$ cat src/rtl/fwd_pkg.sv
package fwd_pkg;

    localparam int REG_W  = 5;
    localparam int DATA_W = 32;
    localparam int SEL_W  = 2;

    // Operand source select; the encoding is visible on the top-level ports.
    typedef enum logic [SEL_W-1:0] {
        SRC_REGFILE = 2'b00,
        SRC_WBK     = 2'b01,
        SRC_EXM     = 2'b10
    } src_sel_e;

endpackage

$ cat src/rtl/fwd_match.sv
// Compares one older stage's destination against one source register number.
module fwd_match #(
    parameter int REG_W = 5
) (
    input  logic [REG_W-1:0] src_idx,
    input  logic [REG_W-1:0] dst_idx,
    input  logic             wr_en,
    output logic             hit
);
    logic dst_live;

    always_comb begin
        dst_live = (dst_idx != '0);
        hit      = wr_en && dst_live && (dst_idx == src_idx);
    end

    always_comb begin
        if (!wr_en) begin
            assert_no_hit_without_wen_R6: assert (!hit);
        end
    end
endmodule

$ cat src/rtl/fwd_select.sv
// Priority between the two older stages: the younger stage wins.
module fwd_select
    import fwd_pkg::*;
(
    input  logic     exm_hit,
    input  logic     wbk_hit,
    output src_sel_e sel
);
    always_comb begin
        unique case ({exm_hit, wbk_hit})
            2'b10, 2'b11: sel = SRC_EXM;
            2'b01:        sel = SRC_WBK;
            default:      sel = SRC_REGFILE;
        endcase
    end

    always_comb begin
        if (exm_hit && wbk_hit) begin
            assert_young_stage_wins_R4: assert (sel == SRC_EXM);
        end
    end
endmodule

$ cat src/rtl/fwd_operand_mux.sv
// Three-way operand multiplexer driven by the forwarding select.
module fwd_operand_mux
    import fwd_pkg::*;
#(
    parameter int DATA_W = 32
) (
    input  src_sel_e          sel,
    input  logic [DATA_W-1:0] rf_val,
    input  logic [DATA_W-1:0] exm_val,
    input  logic [DATA_W-1:0] wbk_val,
    output logic [DATA_W-1:0] opnd
);
    always_comb begin
        unique case (sel)
            SRC_EXM:     opnd = exm_val;
            SRC_WBK:     opnd = wbk_val;
            SRC_REGFILE: opnd = rf_val;
            default:     opnd = rf_val;
        endcase
    end
endmodule

$ cat src/rtl/fwd_unit_top.sv
module fwd_unit_top
    import fwd_pkg::*;
#(
    parameter int P_REG_W  = fwd_pkg::REG_W,
    parameter int P_DATA_W = fwd_pkg::DATA_W
) (
    input  logic [P_REG_W-1:0]  ex_src_a,
    input  logic [P_REG_W-1:0]  ex_src_b,
    input  logic [P_REG_W-1:0]  exm_dst,
    input  logic                exm_wen,
    input  logic [P_DATA_W-1:0] exm_data,
    input  logic [P_REG_W-1:0]  wbk_dst,
    input  logic                wbk_wen,
    input  logic [P_DATA_W-1:0] wbk_data,
    input  logic [P_DATA_W-1:0] rf_data_a,
    input  logic [P_DATA_W-1:0] rf_data_b,
    output logic [1:0]          sel_a,
    output logic [1:0]          sel_b,
    output logic [P_DATA_W-1:0] opnd_a,
    output logic [P_DATA_W-1:0] opnd_b
);
    localparam int NUM_OPND = 2;

    logic [P_REG_W-1:0]  src_arr [NUM_OPND];
    logic [P_DATA_W-1:0] rf_arr  [NUM_OPND];
    logic [P_DATA_W-1:0] opnd_arr[NUM_OPND];
    src_sel_e            sel_arr [NUM_OPND];

    always_comb begin
        src_arr[0] = ex_src_a;
        src_arr[1] = ex_src_b;
        rf_arr[0]  = rf_data_a;
        rf_arr[1]  = rf_data_b;
    end

    for (genvar g = 0; g < NUM_OPND; g++) begin : g_opnd
        logic exm_hit;
        logic wbk_hit;

        fwd_match #(.REG_W(P_REG_W)) i_exm_match (
            .src_idx (src_arr[g]),
            .dst_idx (exm_dst),
            .wr_en   (exm_wen),
            .hit     (exm_hit)
        );

        fwd_match #(.REG_W(P_REG_W)) i_wbk_match (
            .src_idx (src_arr[g]),
            .dst_idx (wbk_dst),
            .wr_en   (wbk_wen),
            .hit     (wbk_hit)
        );

        fwd_select i_select (
            .exm_hit (exm_hit),
            .wbk_hit (wbk_hit),
            .sel     (sel_arr[g])
        );

        fwd_operand_mux #(.DATA_W(P_DATA_W)) i_mux (
            .sel     (sel_arr[g]),
            .rf_val  (rf_arr[g]),
            .exm_val (exm_data),
            .wbk_val (wbk_data),
            .opnd    (opnd_arr[g])
        );

        // Port-level checks per operand.
        always_comb begin
            assert_sel_legal_R9: assert (sel_arr[g] != src_sel_e'(2'b11));
            if (exm_dst == '0 && wbk_dst == '0) begin
                assert_zero_dst_R5: assert (sel_arr[g] == SRC_REGFILE);
            end
            if (sel_arr[g] == SRC_EXM) begin
                assert_exm_path_R8: assert (opnd_arr[g] == exm_data);
            end
            if (sel_arr[g] == SRC_WBK) begin
                assert_wbk_path_R8: assert (opnd_arr[g] == wbk_data);
            end
            if (sel_arr[g] == SRC_REGFILE) begin
                assert_rf_path_R7: assert (opnd_arr[g] == rf_arr[g]);
            end
        end
    end

    always_comb begin
        sel_a  = sel_arr[0];
        sel_b  = sel_arr[1];
        opnd_a = opnd_arr[0];
        opnd_b = opnd_arr[1];
    end

    always_comb begin
        if (exm_wen && exm_dst != '0 && exm_dst == ex_src_a) begin
            assert_exm_fwd_a_R1: assert (sel_a == 2'b10);
        end
        if (exm_wen && exm_dst != '0 && exm_dst == ex_src_b) begin
            assert_exm_fwd_b_R2: assert (sel_b == 2'b10);
        end
    end
endmodule

$ cat config.mk
export PLATFORM = sky130hd
export DESIGN_NAME = fwd_unit_top
export DESIGN_NICKNAME = d
export VERILOG_FILES = /design/src/rtl/fwd_pkg.sv /design/src/rtl/fwd_match.sv /design/src/rtl/fwd_select.sv /design/src/rtl/fwd_operand_mux.sv /design/src/rtl/fwd_unit_top.sv
export SDC_FILE = /design/constraint.sdc
export NUM_CORES = 1
export LEC_CHECK = 0
export ABC_AREA = 1
export BUFFER_PORTS_ARGS = -buffer_cell sky130_fd_sc_hd__buf_2
export CELL_PAD_IN_SITES_DETAIL_PLACEMENT = 0
export CELL_PAD_IN_SITES_GLOBAL_PLACEMENT = 1
export CORE_UTILIZATION = 22
export DETAILED_ROUTE_END_ITERATION = 16
export PLACE_DENSITY = 0.92
export SYNTH_ARGS = -nofsm -noshare
export SYNTH_HDL_FRONTEND = slang
export SYNTH_SLANG_ARGS = --single-unit
$ cat constraint.sdc
create_clock -name vclk -period 3.7
set_input_delay 0.74 -clock vclk [all_inputs]
set_output_delay 0.74 -clock vclk [all_outputs]
set_load 0.1 [all_outputs]
[Yosys cells after proc, flatten, opt, wreduce, memory -nomap -nowiden]
Index checks and enable logic that the tools add are counted.
Word-level totals
  output and inout bits: 68
  register bits after elaboration: 0
  word-level logic and storage cells: 28
  input port bits: 150
Operators by class
  multiplexer cells: 4
  equal/unequal tests: 14
  reductions and logical operators: 10
Operators with widths (number)
  32-bit one-hot mux with 2 select lines: 2
  5-bit equality test: 4
  2-bit equality test (second input constant): 6
  5-bit nonzero test: 2
  2-bit by 1-bit equality test with 1-bit output (second input constant): 4
  2-bit one-hot mux with 2 select lines: 2
  1-bit logical AND: 6
  2-bit OR reduction: 2

[Longest topological paths before layout]
Gate-level depths: netlist (run 1).
  depth in word-level cells: 8
  depth in mapped cells: 10
  mapped depth without buffers: 9

[Modules after synthesis]
A second synthesis (run 1) with hierarchy kept.
Second synthesis, totals
  cells, all modules: 542
  area, all modules: 2244.7 um^2
By module, submodules not included
  fwd_operand_mux: cells an instance 210, sequential area each 0.0 um^2, area an instance 878.3 um^2, instances 2
  fwd_match: cells an instance 29, sequential area each 0.0 um^2, area an instance 116.4 um^2, instances 4
  fwd_select: cells an instance 3, sequential area each 0.0 um^2, area an instance 11.3 um^2, instances 2

[Worst setup path after synthesis (run 1)]
OpenSTA, ideal clock, no wires.
  path kind: input -> output
  start point: input exm_dst[3]
  end point: output sel_a[0]
  cell stages on the path: 8
  path slack: 152 ps
  arrival time: 2808 ps
  required time: 2960 ps
  buffers on the path: 1
  path through: nor2_1 nand3b_1 nand2_1 inv_2 nand3_2 inv_2 buf_2 nor2_1
Between the ends
  longest elaborated chain between the ends: 6
  elaborated cells between the ends (all ways): 9
  those cells by class: 4 x eq/ne; 1 x mux; 4 x reduce/logical
RTL lines
  start, declared: line fwd_unit_top.sv:9  | input logic [P_REG_W-1:0] exm_dst,
  5-bit nonzero test
  1-bit logical AND: line fwd_match.sv:14  | hit = wr_en && dst_live && (dst_idx == src_idx);
  1-bit logical AND (*): line fwd_match.sv:14
  2-bit equality test: line fwd_select.sv:10  | unique case ({exm_hit, wbk_hit})
  2-bit OR reduction: line fwd_select.sv:10
  2-bit one-hot mux with 2 select lines (*): line fwd_select.sv:10
  end, declared: line fwd_unit_top.sv:17  | output logic [1:0] sel_a,
Mark *: on every way between the ends. The rest lies on a longest branch, timed or not.

[Final worst setup path (run 1)]
  start point: input wbk_dst[2]
  end point: output opnd_a[23]
Between the ends
  longest elaborated chain between the ends: 8
  elaborated cells between the ends (all ways): 12
  those cells by class: 6 x eq/ne; 2 x mux; 4 x reduce/logical
RTL lines
  start, declared: line fwd_unit_top.sv:12  | input logic [P_REG_W-1:0] wbk_dst,
  5-bit nonzero test: line fwd_match.sv:13  | dst_live = (dst_idx != '0);
  1-bit logical AND: line fwd_match.sv:14
  1-bit logical AND (*): line fwd_match.sv:14
  2-bit equality test: line fwd_select.sv:10
  2-bit OR reduction: line fwd_select.sv:10
  2-bit one-hot mux with 2 select lines (*): line fwd_select.sv:10
  2-bit by 1-bit equality test with 1-bit output / 2-bit equality test (equally long branches)
  32-bit one-hot mux with 2 select lines (*): line fwd_operand_mux.sv:14  | unique case (sel)
  end, declared: line fwd_unit_top.sv:19  | output logic [P_DATA_W-1:0] opnd_a,
Marks and branches as above.

==> impl_results.html, run 1 <==
<table>
<tr><th>Metric</th><th>Value</th></tr>
<tr><th colspan="2">Global routing</th></tr>
<tr><td>Global-route track usage on met1</td><td>0.249</td></tr>
<tr><td>Met3 Usage GRT</td><td>0.0195</td></tr>
<tr><td>GR peak layer</td><td>met2</td></tr>
<tr><td>Total global routing overflow</td><td>0</td></tr>
<tr><td>M2 GR Usage</td><td>0.389</td></tr>
<tr><td>Antenna violations before repair</td><td>0</td></tr>
<tr><td>Number of global-route vias before repair</td><td>3207</td></tr>
<tr><td>Pin count of the biggest net entering global routing</td><td>65</td></tr>
<tr><td>Global-route wire length before repair</td><td>between 15000 and 20000 µm</td></tr>
<tr><td>Global Route Usage Sum</td><td>0.203</td></tr>
<tr><th colspan="2">Die</th></tr>
<tr><td>Initial core utilization</td><td>0.227</td></tr>
<tr><td>Std cell rows</td><td>34</td></tr>
<tr><td>Placeable core region</td><td>between 8000 and 9000 µm²</td></tr>
<tr><td>Y dimension of the die</td><td>96.9 µm</td></tr>
<tr><td>DIE WIDTH</td><td>slightly below 100 µm</td></tr>
<tr><td>Die Outline Area</td><td>9390 µm²</td></tr>
<tr><td>Number of ports placed on the die boundary</td><td>between 200 and 250</td></tr>
<tr><th colspan="2">Final layout</th></tr>
<tr><td>Sequential cell area</td><td>0 µm²</td></tr>
<tr><td>Net count, final</td><td>roughly 740</td></tr>
<tr><td>Area of the multi-input gates</td><td>about 1600 µm²</td></tr>
<tr><td>Ratio of cells with drive above 1 in the final layout</td><td>0.425</td></tr>
<tr><td>Count of filler cells inserted in the layout</td><td>approximately 890</td></tr>
<tr><td>Fin area</td><td>around 4000 µm²</td></tr>
<tr><td>Number of clock buffers in the layout</td><td>0</td></tr>
<tr><td>Area growth from synthesis to layout</td><td>104%</td></tr>
<tr><td>Seq Cell Count</td><td>0</td></tr>
<tr><td>ANT cells</td><td>0</td></tr>
<tr><th colspan="2">Detailed routing</th></tr>
<tr><td>Final routed DRC violation total</td><td>0</td></tr>
<tr><td>Number of vias after detailed routing</td><td>~3500</td></tr>
<tr><td>Final routed wire length divided by cell count</td><td>14.8 µm</td></tr>
<tr><td>Antenna-violating nets left</td><td>0</td></tr>
<tr><td>Violation count after the first detailed-route iteration</td><td>148</td></tr>
<tr><td>Overall routed net length</td><td>approximately 10000 µm</td></tr>
<tr><td>Via count normalized by instance count</td><td>between 5 and 6</td></tr>
<tr><td>Iteration count of the initial detailed-routing pass</td><td>5</td></tr>
<tr><th colspan="2">Place</th></tr>
<tr><td>Routability Congestion</td><td>approximately 0.89</td></tr>
<tr><td>Number of buffers added on ports</td><td>218</td></tr>
<tr><td>Placed instance area</td><td>4040 µm²</td></tr>
<tr><td>Placed wire-length estimate</td><td>8150 µm</td></tr>
<tr><th colspan="2">STA</th></tr>
<tr><td>Worst-Margin Slew</td><td>~490 ps</td></tr>
<tr><td>TNS Setup</td><td>0 ps</td></tr>
<tr><td>Count of pins over their slew limit</td><td>0</td></tr>
<tr><td>Number of hold-slack violations in the final timing report</td><td>0</td></tr>
<tr><td>Total of endpoints with negative setup slack in the final report</td><td>0</td></tr>
<tr><td>Max frequency</td><td>between 0.3 and 0.4 GHz</td></tr>
<tr><td>Fin crit share</td><td>0.822</td></tr>
<tr><td>Unrepaired setup endpoints after global routing</td><td>false</td></tr>
<tr><td>Min Clock Period, post-route</td><td>approximately 3000 ps</td></tr>
<tr><td>Max-slew headroom</td><td>0.672</td></tr>
<tr><th colspan="2">Clocking</th></tr>
<tr><td># resized after CTS</td><td>0</td></tr>
<tr><td>Post-CTS Hold Buffers</td><td>0</td></tr>
<tr><td>Post-CTS repair timing setup buffer count</td><td>0</td></tr>
<tr><th colspan="2">Worst setup path</th></tr>
<tr><td>Required time at the endpoint of the critical path</td><td>2960 ps</td></tr>
<tr><td>Kind of end point of the critical path</td><td>output pin</td></tr>
<tr><td>Start-to-end type of the worst setup path</td><td>in -&gt; out</td></tr>
<tr><td>Crit path launch type</td><td>input pin</td></tr>
<tr><td>Arrival time reported for the critical path endpoint</td><td>approximately 2300 ps</td></tr>
<tr><td>Critical path peak fanout</td><td>18</td></tr>
<tr><th colspan="2">Logic synthesis</th></tr>
<tr><td>Library cell with the highest instance count after synthesis</td><td>sky130_fd_sc_hd__nand3_1</td></tr>
<tr><td>Area leader, netlist</td><td>sky130_fd_sc_hd__nand3_1</td></tr>
<tr><td>Post-synth top area share</td><td>0.485</td></tr>
<tr><td>Proportion of synthesized chip area in sequential cells</td><td>0</td></tr>
<tr><td>Netlist Area Pre-Place</td><td>roughly 2000 µm²</td></tr>
<tr><td>Cell types with the largest area share after synthesis</td><td>sky130_fd_sc_hd__nand3_1 49%, sky130_fd_sc_hd__nand2_1 19%, sky130_fd_sc_hd__buf_6 11%, sky130_fd_sc_hd__nand3_2 3.0%, sky130_fd_sc_hd__inv_1 3.0%</td></tr>
<tr><td>Mean area per synthesized cell</td><td>5.13 µm²</td></tr>
<tr><td>Count of yosys warnings during synthesis</td><td>0</td></tr>
<tr><td>Net Count, Synth</td><td>about 540</td></tr>
<tr><td>Ranking of synthesized cells by instance count</td><td>192 x sky130_fd_sc_hd__nand3_1, 99 x sky130_fd_sc_hd__nand2_1, 19 x sky130_fd_sc_hd__buf_6, 16 x sky130_fd_sc_hd__inv_1, 16 x sky130_fd_sc_hd__nor2_1</td></tr>
<tr><td>Synth unique cells</td><td>18</td></tr>
<tr><td>Cells after Synth</td><td>between 300 and 400</td></tr>
<tr><th colspan="2">Power and ir drop</th></tr>
<tr><td>Sw power</td><td>a little under 0.0006 W</td></tr>
<tr><td>Fraction of power consumed by the clock network</td><td>0</td></tr>
<tr><td>Total internal power</td><td>between 0.0003 and 0.0004 W</td></tr>
<tr><td>Switching share of power</td><td>0.649</td></tr>
<tr><td>Leakage</td><td>approximately 2.1 nW</td></tr>
<tr><td>Worst vdd ir</td><td>between 0.08 and 0.09 mV</td></tr>
<tr><td>Combinational Power Share</td><td>1.000</td></tr>
<tr><td>Part of the total power dissipated in sequential elements</td><td>0</td></tr>
<tr><td>PwrDens</td><td>approximately 220 nW/µm²</td></tr>
<tr><th colspan="2">Worst hold path</th></tr>
<tr><td>Hold worst-path end</td><td>opnd_a[31]</td></tr>
<tr><td>Hold Crit Start</td><td>exm_data[31]</td></tr>
<tr><td>Classification of the worst-slack hold path</td><td>in -&gt; out</td></tr>
<tr><td>Instance count along the most critical hold path</td><td>4</td></tr>
<tr><th colspan="2">Run</th></tr>
<tr><td>MaxCap Viol Count</td><td>0</td></tr>
<tr><th colspan="2">Status</th></tr>
<tr><td>Result of the run</td><td>completed</td></tr>
</table>
-- power groups by stage --
stage / Sequential [W] / Clock [W] / Combinational [W]
after floorplan: 0 / 0 / 0.000527
final: 0 / 0 / 0.000896
after CTS: 0 / 0 / 0.000898
after global placement: 0 / 0 / 0.000891
after detailed placement: 0 / 0 / 0.000897
after global routing: 0 / 0 / 0.000927
-- worst max-delay path by stage --
stage	startpoint	endpoint	slack, ps	cells after the start
floorplan	exm_dst[3]	sel_a[0]	150	8
finish	wbk_dst[2]	opnd_a[23]	660	11
CTS	exm_dst[0]	opnd_b[11]	630	10
detailed placement	exm_dst[0]	opnd_b[11]	640	10
global placement	exm_dst[0]	opnd_b[11]	650	10
global route	wbk_dst[1]	opnd_b[17]	470	12
-- cells by family after synthesis --
| family | count (synthesis) | share of synthesized area |
|---|---|---|
| buffers and inverters | 55 | 0.193 |
| and+or+nand+nor | 322 | 0.767 |
| xor gates and xnor gates | 9 | 0.0398 |
-- per-stage QoR --
| stage | setup slack, ps | hold slack (ps) | cells | utilization | total power (W) |
|---|---|---|---|---|---|
| after floorplan | 152 | 2020 | 386 | - | 0.000527 |
| after global placement | 651 | 1910 | 692 | 0.463 | 0.000891 |
| after detailed placement | 635 | 1910 | 692 | 0.463 | 0.000897 |
| after CTS | 634 | 1910 | 692 | 0.463 | 0.000898 |
| after global routing | 468 | 1930 | 692 | 0.463 | 0.000927 |
| final | 659 | 1910 | 692 | 0.463 | 0.000896 |
-- layout make-up --
class / count / area share
Inverter: 23 / 0.0214
Tap cell: 108 / 0.0334
Timing Repair Buffer: 230 / 0.550
Multi-Input combinational cell: 331 / 0.395
-- worst max-delay path, cell delays in order --
cell                      delay (ps)
sky130_fd_sc_hd__buf_2           100
sky130_fd_sc_hd__inv_1            60
sky130_fd_sc_hd__nand2_1          60
sky130_fd_sc_hd__nand2_1          70
sky130_fd_sc_hd__nor2_2          120
sky130_fd_sc_hd__nand3_2         100
sky130_fd_sc_hd__nor2_4          400
sky130_fd_sc_hd__buf_12          220
sky130_fd_sc_hd__nand3_1          80
sky130_fd_sc_hd__nand3_1         160
sky130_fd_sc_hd__buf_12          190
-- layout by cell type, fill, tap and decap left out, drive strengths merged --
cell type / n
inv: 23
buf: 230
nand2: 100
nor2: 20
nand3b: 1
nor2b: 1
xnor2: 3
nand3: 198
nand4: 1
xor2: 6
nor3: 1
-- per-layer routing --
layer	share of wire	routed length, µm
met5	0	0
met1	0.39	3990
met2	0.52	5310
met3	0.074	755
met4	0.017	172
Power figures use the tool's default switching activity.
==> inputs of run 2 (changes only) <==
ABC_AREA = 0   (was 1)
CORE_UTILIZATION = 21   (was 22)
PLACE_DENSITY = 0.83   (was 0.92)
clock period = 2.5 ns   (was 3.7 ns; I/O delays follow)
==> impl_results.html, run 2 <==
<table>
<tr><th>Metric</th><th>Value</th></tr>
<tr><th colspan="2">Status</th></tr>
<tr><td>Result of the run</td><td>finished, violations left</td></tr>
<tr><td>Failing checks</td><td>setup timing</td></tr>
<tr><th colspan="2">Detailed routing</th></tr>
<tr><td>Final routed DRC violation total</td><td>0 (unchanged)</td></tr>
<tr><td>Iteration count of the initial detailed-routing pass</td><td>5 (unchanged)</td></tr>
<tr><td>Number of vias after detailed routing</td><td>4681 (+33%)</td></tr>
<tr><td>Final routed wire length divided by cell count</td><td>22.5 µm (+52%)</td></tr>
<tr><td>Overall routed net length</td><td>17300 µm (+69%)</td></tr>
<tr><td>Violation count after the first detailed-route iteration</td><td>240 (+62%)</td></tr>
<tr><td>Antenna-violating nets left</td><td>0 (unchanged)</td></tr>
<tr><td>Via count normalized by instance count</td><td>6.10 (+20%)</td></tr>
<tr><th colspan="2">Place</th></tr>
<tr><td>Number of buffers added on ports</td><td>218 (unchanged)</td></tr>
<tr><td>Routability Congestion</td><td>0.904 (+1.6%)</td></tr>
<tr><td>Placed wire-length estimate</td><td>12400 µm (+53%)</td></tr>
<tr><td>Placed instance count</td><td>741 (+7.1%)</td></tr>
<tr><th colspan="2">Power and ir drop</th></tr>
<tr><td>Leakage</td><td>2.66 nW (+27%)</td></tr>
<tr><td>Sw power</td><td>0.00131 W (+120%)</td></tr>
<tr><td>Switching share of power</td><td>0.603 (-0.0455)</td></tr>
<tr><td>Design Power</td><td>0.00217 W (+140%)</td></tr>
<tr><td>PwrDens</td><td>293 nW/µm² (+32%)</td></tr>
<tr><td>Worst vdd ir</td><td>0.159 mV (+91%)</td></tr>
<tr><td>Total internal power</td><td>0.000859 W (+170%)</td></tr>
<tr><td>Fraction of power consumed by the clock network</td><td>0 (unchanged)</td></tr>
<tr><td>Part of the total power dissipated in sequential elements</td><td>0 (unchanged)</td></tr>
<tr><td>Combinational Power Share</td><td>1.000 (about the same)</td></tr>
<tr><th colspan="2">Logic synthesis</th></tr>
<tr><td>Net Count, Synth</td><td>510 (-4.9%)</td></tr>
<tr><td>Cells after Synth</td><td>360 (-6.7%)</td></tr>
<tr><td>Post-synth top area share</td><td>0.219 (-0.267)</td></tr>
<tr><td>Ranking of synthesized cells by instance count</td><td>66 x sky130_fd_sc_hd__nand4_1, 66 x sky130_fd_sc_hd__nor3_1, 64 x sky130_fd_sc_hd__a31oi_1, 64 x sky130_fd_sc_hd__o31ai_1, 41 x sky130_fd_sc_hd__clkbuf_1</td></tr>
<tr><td>Proportion of synthesized chip area in sequential cells</td><td>0 (unchanged)</td></tr>
<tr><td>Count of yosys warnings during synthesis</td><td>0 (unchanged)</td></tr>
<tr><td>Area leader, netlist</td><td>sky130_fd_sc_hd__o31ai_1</td></tr>
<tr><td>Mean area per synthesized cell</td><td>6.11 µm² (+19%)</td></tr>
<tr><td>Netlist Area Pre-Place</td><td>2200 µm² (+11%)</td></tr>
<tr><td>Cell types with the largest area share after synthesis</td><td>sky130_fd_sc_hd__o31ai_1 22%, sky130_fd_sc_hd__nand4_1 19%, sky130_fd_sc_hd__a31oi_1 18%, sky130_fd_sc_hd__nor3_1 15%, sky130_fd_sc_hd__clkbuf_1 7.0%</td></tr>
<tr><td>Synth unique cells</td><td>21 (+3)</td></tr>
<tr><th colspan="2">Clocking</th></tr>
<tr><td>Post-CTS Hold Buffers</td><td>0 (unchanged)</td></tr>
<tr><th colspan="2">STA</th></tr>
<tr><td>TNS Setup</td><td>-13810 ps (-13810 ps)</td></tr>
<tr><td>Max-slew headroom</td><td>0.602 (-0.0704)</td></tr>
<tr><td>Fin crit share</td><td>1.11</td></tr>
<tr><td>Max frequency</td><td>around 0.36 GHz</td></tr>
<tr><td>Count of pins over their slew limit</td><td>0 (unchanged)</td></tr>
<tr><td>Min Clock Period, post-route</td><td>roughly 2800 ps</td></tr>
<tr><td>Unrepaired setup endpoints after global routing</td><td>true</td></tr>
<tr><td>Number of hold-slack violations in the final timing report</td><td>0 (unchanged)</td></tr>
<tr><td>Worst Slack Setup Final</td><td>-266 ps (-925 ps)</td></tr>
<tr><td>Total of endpoints with negative setup slack in the final report</td><td>66 (+66)</td></tr>
<tr><td>Worst-Margin Slew</td><td>597 ps (+107 ps)</td></tr>
<tr><th colspan="2">Final layout</th></tr>
<tr><td>Commonest cells after routing, fill and taps aside</td><td>147 x sky130_fd_sc_hd__buf_2, 98 x sky130_fd_sc_hd__buf_12, 66 x sky130_fd_sc_hd__nand4_1</td></tr>
<tr><td>Net count, final</td><td>785 (+6.7%)</td></tr>
<tr><td>Number of clock buffers in the layout</td><td>0 (unchanged)</td></tr>
<tr><td>Count of filler cells inserted in the layout</td><td>666 (-25%)</td></tr>
<tr><td>Sequential cell area</td><td>0 µm² (unchanged)</td></tr>
<tr><td>Commonest non-fill, non-tap cell in the layout</td><td>sky130_fd_sc_hd__buf_2</td></tr>
<tr><td>Seq Cell Count</td><td>0 (unchanged)</td></tr>
<tr><td>Count of placed standard cells in the final layout, fillers left out</td><td>767 (+11%)</td></tr>
<tr><td>Area growth from synthesis to layout</td><td>236%</td></tr>
<tr><td>Ratio of cells with drive above 1 in the final layout</td><td>0.763 (+0.338)</td></tr>
<tr><td>Area of the multi-input gates</td><td>3600 µm² (+130%)</td></tr>
<tr><th colspan="2">Worst setup path</th></tr>
<tr><td>Slowest-stage cell, CP</td><td>sky130_fd_sc_hd__or4_4</td></tr>
<tr><td>Critical path cell sequence</td><td>buf_6 &gt; or4_4 &gt; o211ai_4 &gt; buf_6 &gt; buf_6 &gt; buf_12 &gt; nor3_1 &gt; a31oi_4 &gt; buf_12</td></tr>
<tr><td>Kind of end point of the critical path</td><td>output pin</td></tr>
<tr><td>Delay of the slowest critical-path stage</td><td>560 ps (+160 ps)</td></tr>
<tr><td>Required time at the endpoint of the critical path</td><td>2000 ps (-960 ps)</td></tr>
<tr><td>Crit path launch type</td><td>input pin</td></tr>
<tr><td>Worst setup path start</td><td>exm_dst[2]</td></tr>
<tr><td>Critical path peak fanout</td><td>12 (-6)</td></tr>
<tr><td>Arrival time reported for the critical path endpoint</td><td>2270 ps (-30 ps)</td></tr>
<tr><td>Start-to-end type of the worst setup path</td><td>in -&gt; out</td></tr>
<tr><td>Cell repeated most along the worst path</td><td>sky130_fd_sc_hd__buf_6</td></tr>
<tr><th colspan="2">Die</th></tr>
<tr><td>Die Outline Area</td><td>10900 µm² (+16%)</td></tr>
<tr><td>Std cell rows</td><td>36 (+5.9%)</td></tr>
<tr><td>Placeable core region</td><td>9950 µm² (+14%)</td></tr>
<tr><td>Number of ports placed on the die boundary</td><td>218 (unchanged)</td></tr>
<tr><td>Y dimension of the die</td><td>104 µm (+7.7%)</td></tr>
<tr><td>Initial core utilization</td><td>0.221 (-0.00628)</td></tr>
<tr><td>DIE WIDTH</td><td>104 µm (+7.7%)</td></tr>
<tr><th colspan="2">Global routing</th></tr>
<tr><td>Antenna violations before repair</td><td>1 (+1)</td></tr>
<tr><td>Global Route Usage Sum</td><td>0.291 (+0.0872)</td></tr>
<tr><td>Global-route wire length before repair</td><td>25600 µm (+60%)</td></tr>
<tr><td>Total global routing overflow</td><td>0 (unchanged)</td></tr>
<tr><td>Number of global-route vias before repair</td><td>4640 (+45%)</td></tr>
<tr><td>Pin count of the biggest net entering global routing</td><td>35 (-46%)</td></tr>
<tr><th colspan="2">Run</th></tr>
<tr><td>MaxCap Viol Count</td><td>0 (unchanged)</td></tr>
<tr><th colspan="2">Worst hold path</th></tr>
<tr><td>Hold Crit Start</td><td>rf_data_b[19]</td></tr>
<tr><td>Classification of the worst-slack hold path</td><td>in -&gt; out</td></tr>
</table>
run 2: kinds of logic (layout without fill, tap and decap cells):
kind of cell | after synthesis | in the layout | synth area share
XOR/XNOR | 20 | 20 | 0.0797
buffers and inverters | 64 | 337 | 0.124
other | 0 | 1 | 0
AND/OR/NAND/NOR | 144 | 144 | 0.378
AO/OA/AOI/OAI | 132 | 132 | 0.418
run 2: metal layers:
| metal | wire length (µm) | track usage | share of wire | up-vias |
|---|---|---|---|---|
| li1 | - | - | - | 2063 |
| met1 | 6500 | 0.348 | 0.38 | 2256 |
| met2 | 8700 | 0.516 | 0.50 | 293 |
| met3 | 1340 | 0.0432 | 0.077 | 69 |
| met4 | 752 | 0.112 | 0.044 | 0 |
| met5 | 0 | 0 | 0 | - |
run 2: cell type report:
cell class	instances	area share
tap	133	0.0225
inverter	2	0.00339
multi-input combinational	296	0.488
antenna	1	0.000339
timing repair buffer	335	0.486
run 2: repair_timing:
item                       4_1_cts  5_1_grt
pin swaps                       54       55
setup buffers                   20       11
setup endpoints to repair       68       68
resized for setup              125       57
gates cloned                     5        3
run 2: power by group through the flow:
stage	registers [W]	logic, W	clock network, W
finish	0	0.00217	0.0000000000535
global route	0	0.00222	0.0000000000535
CTS	0	0.00206	0
detailed placement	0	0.00186	0
global placement	0	0.00184	0
floorplan	0	0.00109	0
run 2: worst max-delay path: cells and delay by family:
kind                   cells  cell delay, ps
AO/OA/AOI/OAI              2             420
AND/OR/NAND/NOR            2             640
buffers and inverters      5             670
run 2: stage by stage:
| step | cell area, µm² | setup WS [ps] | utilization | hold slack, ps |
|---|---|---|---|---|
| 3_3_place_gp | 6130 | -355 | 0.616 | 1440 |
| 6_report | 7380 | -266 | 0.741 | 1420 |
| 2_1_floorplan | 3380 | -758 | - | 1340 |
| 5_1_grt | 7380 | -301 | 0.741 | 1430 |
| 4_1_cts | 6980 | -274 | 0.701 | 1430 |
| 3_5_place_dp | 6130 | -401 | 0.616 | 1440 |
run 2: path summary, 6_finish.rpt:
check	endpoint	slack (ps)	cells past startpoint
setup / recovery	opnd_b[15]	-270	9
hold / removal	opnd_b[19]	1420	4
==> inputs of run 3 (changes only) <==
CORE_UTILIZATION = 17   (was 21)
PLACE_DENSITY = 0.84   (was 0.83)
SYNTH_HIERARCHICAL = 1   (was not set)
==> impl_results.html, run 3 <==
<table>
<tr><th>Metric</th><th>Value</th></tr>
<tr><th colspan="2">Global routing</th></tr>
<tr><td>Antenna violations before repair</td><td>0 (-1)</td></tr>
<tr><td>Global Route Usage Sum</td><td>0.233 (-0.0579)</td></tr>
<tr><td>Total global routing overflow</td><td>0 (unchanged)</td></tr>
<tr><td>Pin count of the biggest net entering global routing</td><td>21 (-40%)</td></tr>
<tr><td>Number of global-route vias before repair</td><td>3475 (-25%)</td></tr>
<tr><td>Global-route wire length before repair</td><td>18300 µm (-29%)</td></tr>
<tr><th colspan="2">Power and ir drop</th></tr>
<tr><td>Leakage</td><td>2.44 nW (-8.4%)</td></tr>
<tr><td>Worst vdd ir</td><td>0.127 mV (-20%)</td></tr>
<tr><td>PwrDens</td><td>237 nW/µm² (-19%)</td></tr>
<tr><th colspan="2">Worst setup path</th></tr>
<tr><td>Total buffers and inverters traversed by the critical path</td><td>4 (-1)</td></tr>
<tr><td>Delay of the slowest critical-path stage</td><td>390 ps (-170 ps)</td></tr>
<tr><td>Critical path peak fanout</td><td>20 (+8)</td></tr>
<tr><td>Arrival time reported for the critical path endpoint</td><td>2390 ps (+120 ps)</td></tr>
<tr><td>Slowest-stage cell, CP</td><td>sky130_fd_sc_hd__ha_4</td></tr>
<tr><td>Required time at the endpoint of the critical path</td><td>2000 ps (about the same)</td></tr>
<tr><td>Start-to-end type of the worst setup path</td><td>in -&gt; out</td></tr>
<tr><td>Kind of end point of the critical path</td><td>output pin</td></tr>
<tr><td>Critical path cell sequence</td><td>buf_8 &gt; xor2_2 &gt; nor3_2 &gt; and4_1 &gt; nor2b_4 &gt; inv_2 &gt; ha_4 &gt; buf_12 &gt; nand2_1 &gt; o21ai_4 &gt; buf_12</td></tr>
<tr><td>Crit path launch type</td><td>input pin</td></tr>
<tr><td>CP delay by family, top</td><td>simple AND/OR/NAND/NOR gates</td></tr>
<tr><td>Cell repeated most along the worst path</td><td>sky130_fd_sc_hd__buf_12</td></tr>
<tr><th colspan="2">Die</th></tr>
<tr><td>Number of ports placed on the die boundary</td><td>218 (unchanged)</td></tr>
<tr><td>Std cell rows</td><td>35 (-2.8%)</td></tr>
<tr><td>Y dimension of the die</td><td>99.0 µm (-5.1%)</td></tr>
<tr><td>Placeable core region</td><td>9200 µm² (-7.6%)</td></tr>
<tr><td>DIE WIDTH</td><td>99.0 µm (-5.1%)</td></tr>
<tr><td>Initial core utilization</td><td>0.174 (-0.0470)</td></tr>
<tr><td>Die Outline Area</td><td>9800 µm² (-10%)</td></tr>
<tr><th colspan="2">Final layout</th></tr>
<tr><td>Count of filler cells inserted in the layout</td><td>686 (+3.0%)</td></tr>
<tr><td>Sequential cell area</td><td>0 µm² (unchanged)</td></tr>
<tr><td>Ratio of cells with drive above 1 in the final layout</td><td>0.892 (+0.129)</td></tr>
<tr><td>Area growth from synthesis to layout</td><td>281%</td></tr>
<tr><td>Count of placed standard cells in the final layout, fillers left out</td><td>637 (-17%)</td></tr>
<tr><td>Fin area</td><td>6090 µm² (-18%)</td></tr>
<tr><td>Commonest non-fill, non-tap cell in the layout</td><td>sky130_fd_sc_hd__buf_2</td></tr>
<tr><td>Number of clock buffers in the layout</td><td>0 (unchanged)</td></tr>
<tr><td>Commonest cells after routing, fill and taps aside</td><td>139 x sky130_fd_sc_hd__buf_2, 90 x sky130_fd_sc_hd__buf_12, 64 x sky130_fd_sc_hd__o21ai_4</td></tr>
<tr><td>Seq Cell Count</td><td>0 (unchanged)</td></tr>
<tr><td>Net count, final</td><td>682 (-13%)</td></tr>
<tr><td>ANT cells</td><td>0 (-1)</td></tr>
<tr><th colspan="2">STA</th></tr>
<tr><td>Max-slew headroom</td><td>0.810 (+0.208)</td></tr>
<tr><td>Count of pins over their slew limit</td><td>0 (unchanged)</td></tr>
<tr><td>Max frequency</td><td>0.347 GHz (-4.2%)</td></tr>
<tr><td>Worst Slack Setup Final</td><td>-386 ps (-120 ps)</td></tr>
<tr><td>Unrepaired setup endpoints after global routing</td><td>true</td></tr>
<tr><td>Worst-Margin Slew</td><td>285 ps (-313 ps)</td></tr>
<tr><td>Fin crit share</td><td>1.15 (+0.0480)</td></tr>
<tr><td>Hold slack final</td><td>1370 ps (-50.5 ps)</td></tr>
<tr><td>TNS Setup</td><td>-19910 ps (-6110 ps)</td></tr>
<tr><td>Number of hold-slack violations in the final timing report</td><td>0 (unchanged)</td></tr>
<tr><td>Total of endpoints with negative setup slack in the final report</td><td>64 (-3.0%)</td></tr>
<tr><td>Min Clock Period, post-route</td><td>2890 ps (+120 ps)</td></tr>
<tr><th colspan="2">Logic synthesis</th></tr>
<tr><td>Count of yosys warnings during synthesis</td><td>6 (+6)</td></tr>
<tr><td>Post-synth top area share</td><td>0.300 (+0.0819)</td></tr>
<tr><td>Netlist Area Pre-Place</td><td>1600 µm² (-27%)</td></tr>
<tr><td>Mean area per synthesized cell</td><td>5.92 µm² (-3.0%)</td></tr>
<tr><td>Ranking of synthesized cells by instance count</td><td>68 x sky130_fd_sc_hd__nand2_1, 64 x sky130_fd_sc_hd__a22oi_1, 64 x sky130_fd_sc_hd__o21ai_1, 20 x sky130_fd_sc_hd__buf_2, 12 x sky130_fd_sc_hd__xor2_1</td></tr>
<tr><td>Net Count, Synth</td><td>424 (-17%)</td></tr>
<tr><td>Synth unique cells</td><td>16 (-24%)</td></tr>
<tr><td>Cell types with the largest area share after synthesis</td><td>sky130_fd_sc_hd__a22oi_1 30%, sky130_fd_sc_hd__o21ai_1 20%, sky130_fd_sc_hd__nand2_1 16%, sky130_fd_sc_hd__xor2_1 6.6%, sky130_fd_sc_hd__buf_2 6.3%</td></tr>
<tr><td>Library cell with the highest instance count after synthesis</td><td>sky130_fd_sc_hd__nand2_1</td></tr>
<tr><td>Cells after Synth</td><td>270 (-25%)</td></tr>
<tr><td>Proportion of synthesized chip area in sequential cells</td><td>0 (unchanged)</td></tr>
<tr><td>Area leader, netlist</td><td>sky130_fd_sc_hd__a22oi_1</td></tr>
<tr><th colspan="2">Detailed routing</th></tr>
<tr><td>Violation count after the first detailed-route iteration</td><td>69 (-71%)</td></tr>
<tr><td>Antenna-violating nets left</td><td>0 (unchanged)</td></tr>
<tr><td>Final routed wire length divided by cell count</td><td>18.8 µm (-16%)</td></tr>
<tr><td>Top layer used by detailed routing</td><td>met4</td></tr>
<tr><td>Met2 wirelength from detailed routing</td><td>6760 µm (-22%)</td></tr>
<tr><td>Overall routed net length</td><td>12000 µm (-31%)</td></tr>
<tr><td>Iteration count of the initial detailed-routing pass</td><td>4 (-1)</td></tr>
<tr><td>Via count normalized by instance count</td><td>5.04 (-17%)</td></tr>
<tr><td>Met1 Wirelength</td><td>4480 µm (-31%)</td></tr>
<tr><td>Final routed DRC violation total</td><td>0 (unchanged)</td></tr>
<tr><td>Number of vias after detailed routing</td><td>3212 (-31%)</td></tr>
<tr><td>Length of routed met3 wiring</td><td>557 µm (-58%)</td></tr>
<tr><th colspan="2">Place</th></tr>
<tr><td>Setup slack at placement</td><td>-529 ps (-128 ps)</td></tr>
<tr><td>Placed instance area</td><td>4830 µm² (-21%)</td></tr>
<tr><td>Placed wire-length estimate</td><td>7350 µm (-41%)</td></tr>
<tr><td>Number of buffers added on ports</td><td>218 (unchanged)</td></tr>
<tr><td>Routability Congestion</td><td>0.839 (-7.1%)</td></tr>
<tr><td>Placed instance count</td><td>604 (-18%)</td></tr>
<tr><th colspan="2">Run</th></tr>
<tr><td>MaxCap Viol Count</td><td>0 (unchanged)</td></tr>
<tr><th colspan="2">Status</th></tr>
<tr><td>Failing checks</td><td>setup timing</td></tr>
<tr><td>Result of the run</td><td>finished, violations left</td></tr>
<tr><th colspan="2">Worst hold path</th></tr>
<tr><td>Classification of the worst-slack hold path</td><td>in -&gt; out</td></tr>
<tr><th colspan="2">Clocking</th></tr>
<tr><td>Post-CTS Hold Buffers</td><td>0 (unchanged)</td></tr>
</table>
-- run 3: cell count changes in the layout (fill, tap and decap cells not counted), sizes merged, moves of 4 or more --
cell and delta:
a22oi +64, a31oi -64, and4 +4, buf -50, ha +4, nand2 +68
nand4 -66, nor3 -62, o21ai +67, o31ai -64, xnor2 -6
-- run 3: report_power, final --
| group | leakage, nW | switching, W | total (W) | internal (W) |
|---|---|---|---|---|
| clock network | 0 | 0 | 0 | 0 |
| logic | 2.44 | 0.000873 | 0.00144 | 0.000570 |
| registers | 0 | 0 | 0 | 0 |
-- run 3: metrics by stage --
step	power [W]	utilization
6_report	0.00144	0.662
5_1_grt	0.00149	0.662
4_1_cts	0.00141	0.647
3_5_place_dp	0.00129	0.525
3_3_place_gp	0.00127	0.525
2_1_floorplan	0.000779	-
-- run 3: cell families (layout without fill, tap and decap cells) --
kind of cell / count (synthesis) / count (layout) / share of synthesized area
adders and majority gates: 4 / 4 / 0.0313
buffers and inverters: 32 / 288 / 0.119
xor gates and xnor gates: 16 / 16 / 0.0876
AOI/OAI and AO/OA: 132 / 132 / 0.513
and+or+nand+nor: 86 / 86 / 0.249
-- run 3: cell type report --
type	instances	area, µm²	area share
repair buffers	284	3190	0.525
multi-input cells	238	2740	0.450
well taps	111	139	0.0228
inverters	4	15.0	0.00247
-- run 3: layer usage --
metal	track usage	vias to the layer above
met2	0.466	143
met1	0.259	1541
met3	0.0213	14
met4	0.0574	0
li1	-	1514
met5	0	-
-- run 3: repair_timing --
item | CTS | global route
buffers inserted | 24 | 2
pin swaps | 27 | 28
cloned | 8 | 2
resized for setup | 138 | 38
setup endpoints to repair | 64 | 64
-- run 3: final timing paths --
| kind | startpoint | to | slack (ps) | cells past startpoint |
|---|---|---|---|---|
| worst min-delay path | rf_data_b[23] | opnd_b[23] | 1370 | 4 |
| worst max-delay path | ex_src_a[3] | opnd_a[5] | -390 | 11 |
-- run 3: worst min-delay path, delay by kind of cell --
kind / cells / cell delay, ps
buffers and inverters: 2 / 250
AO/OA/AOI/OAI: 1 / 60
AND/OR/NAND/NOR: 1 / 60
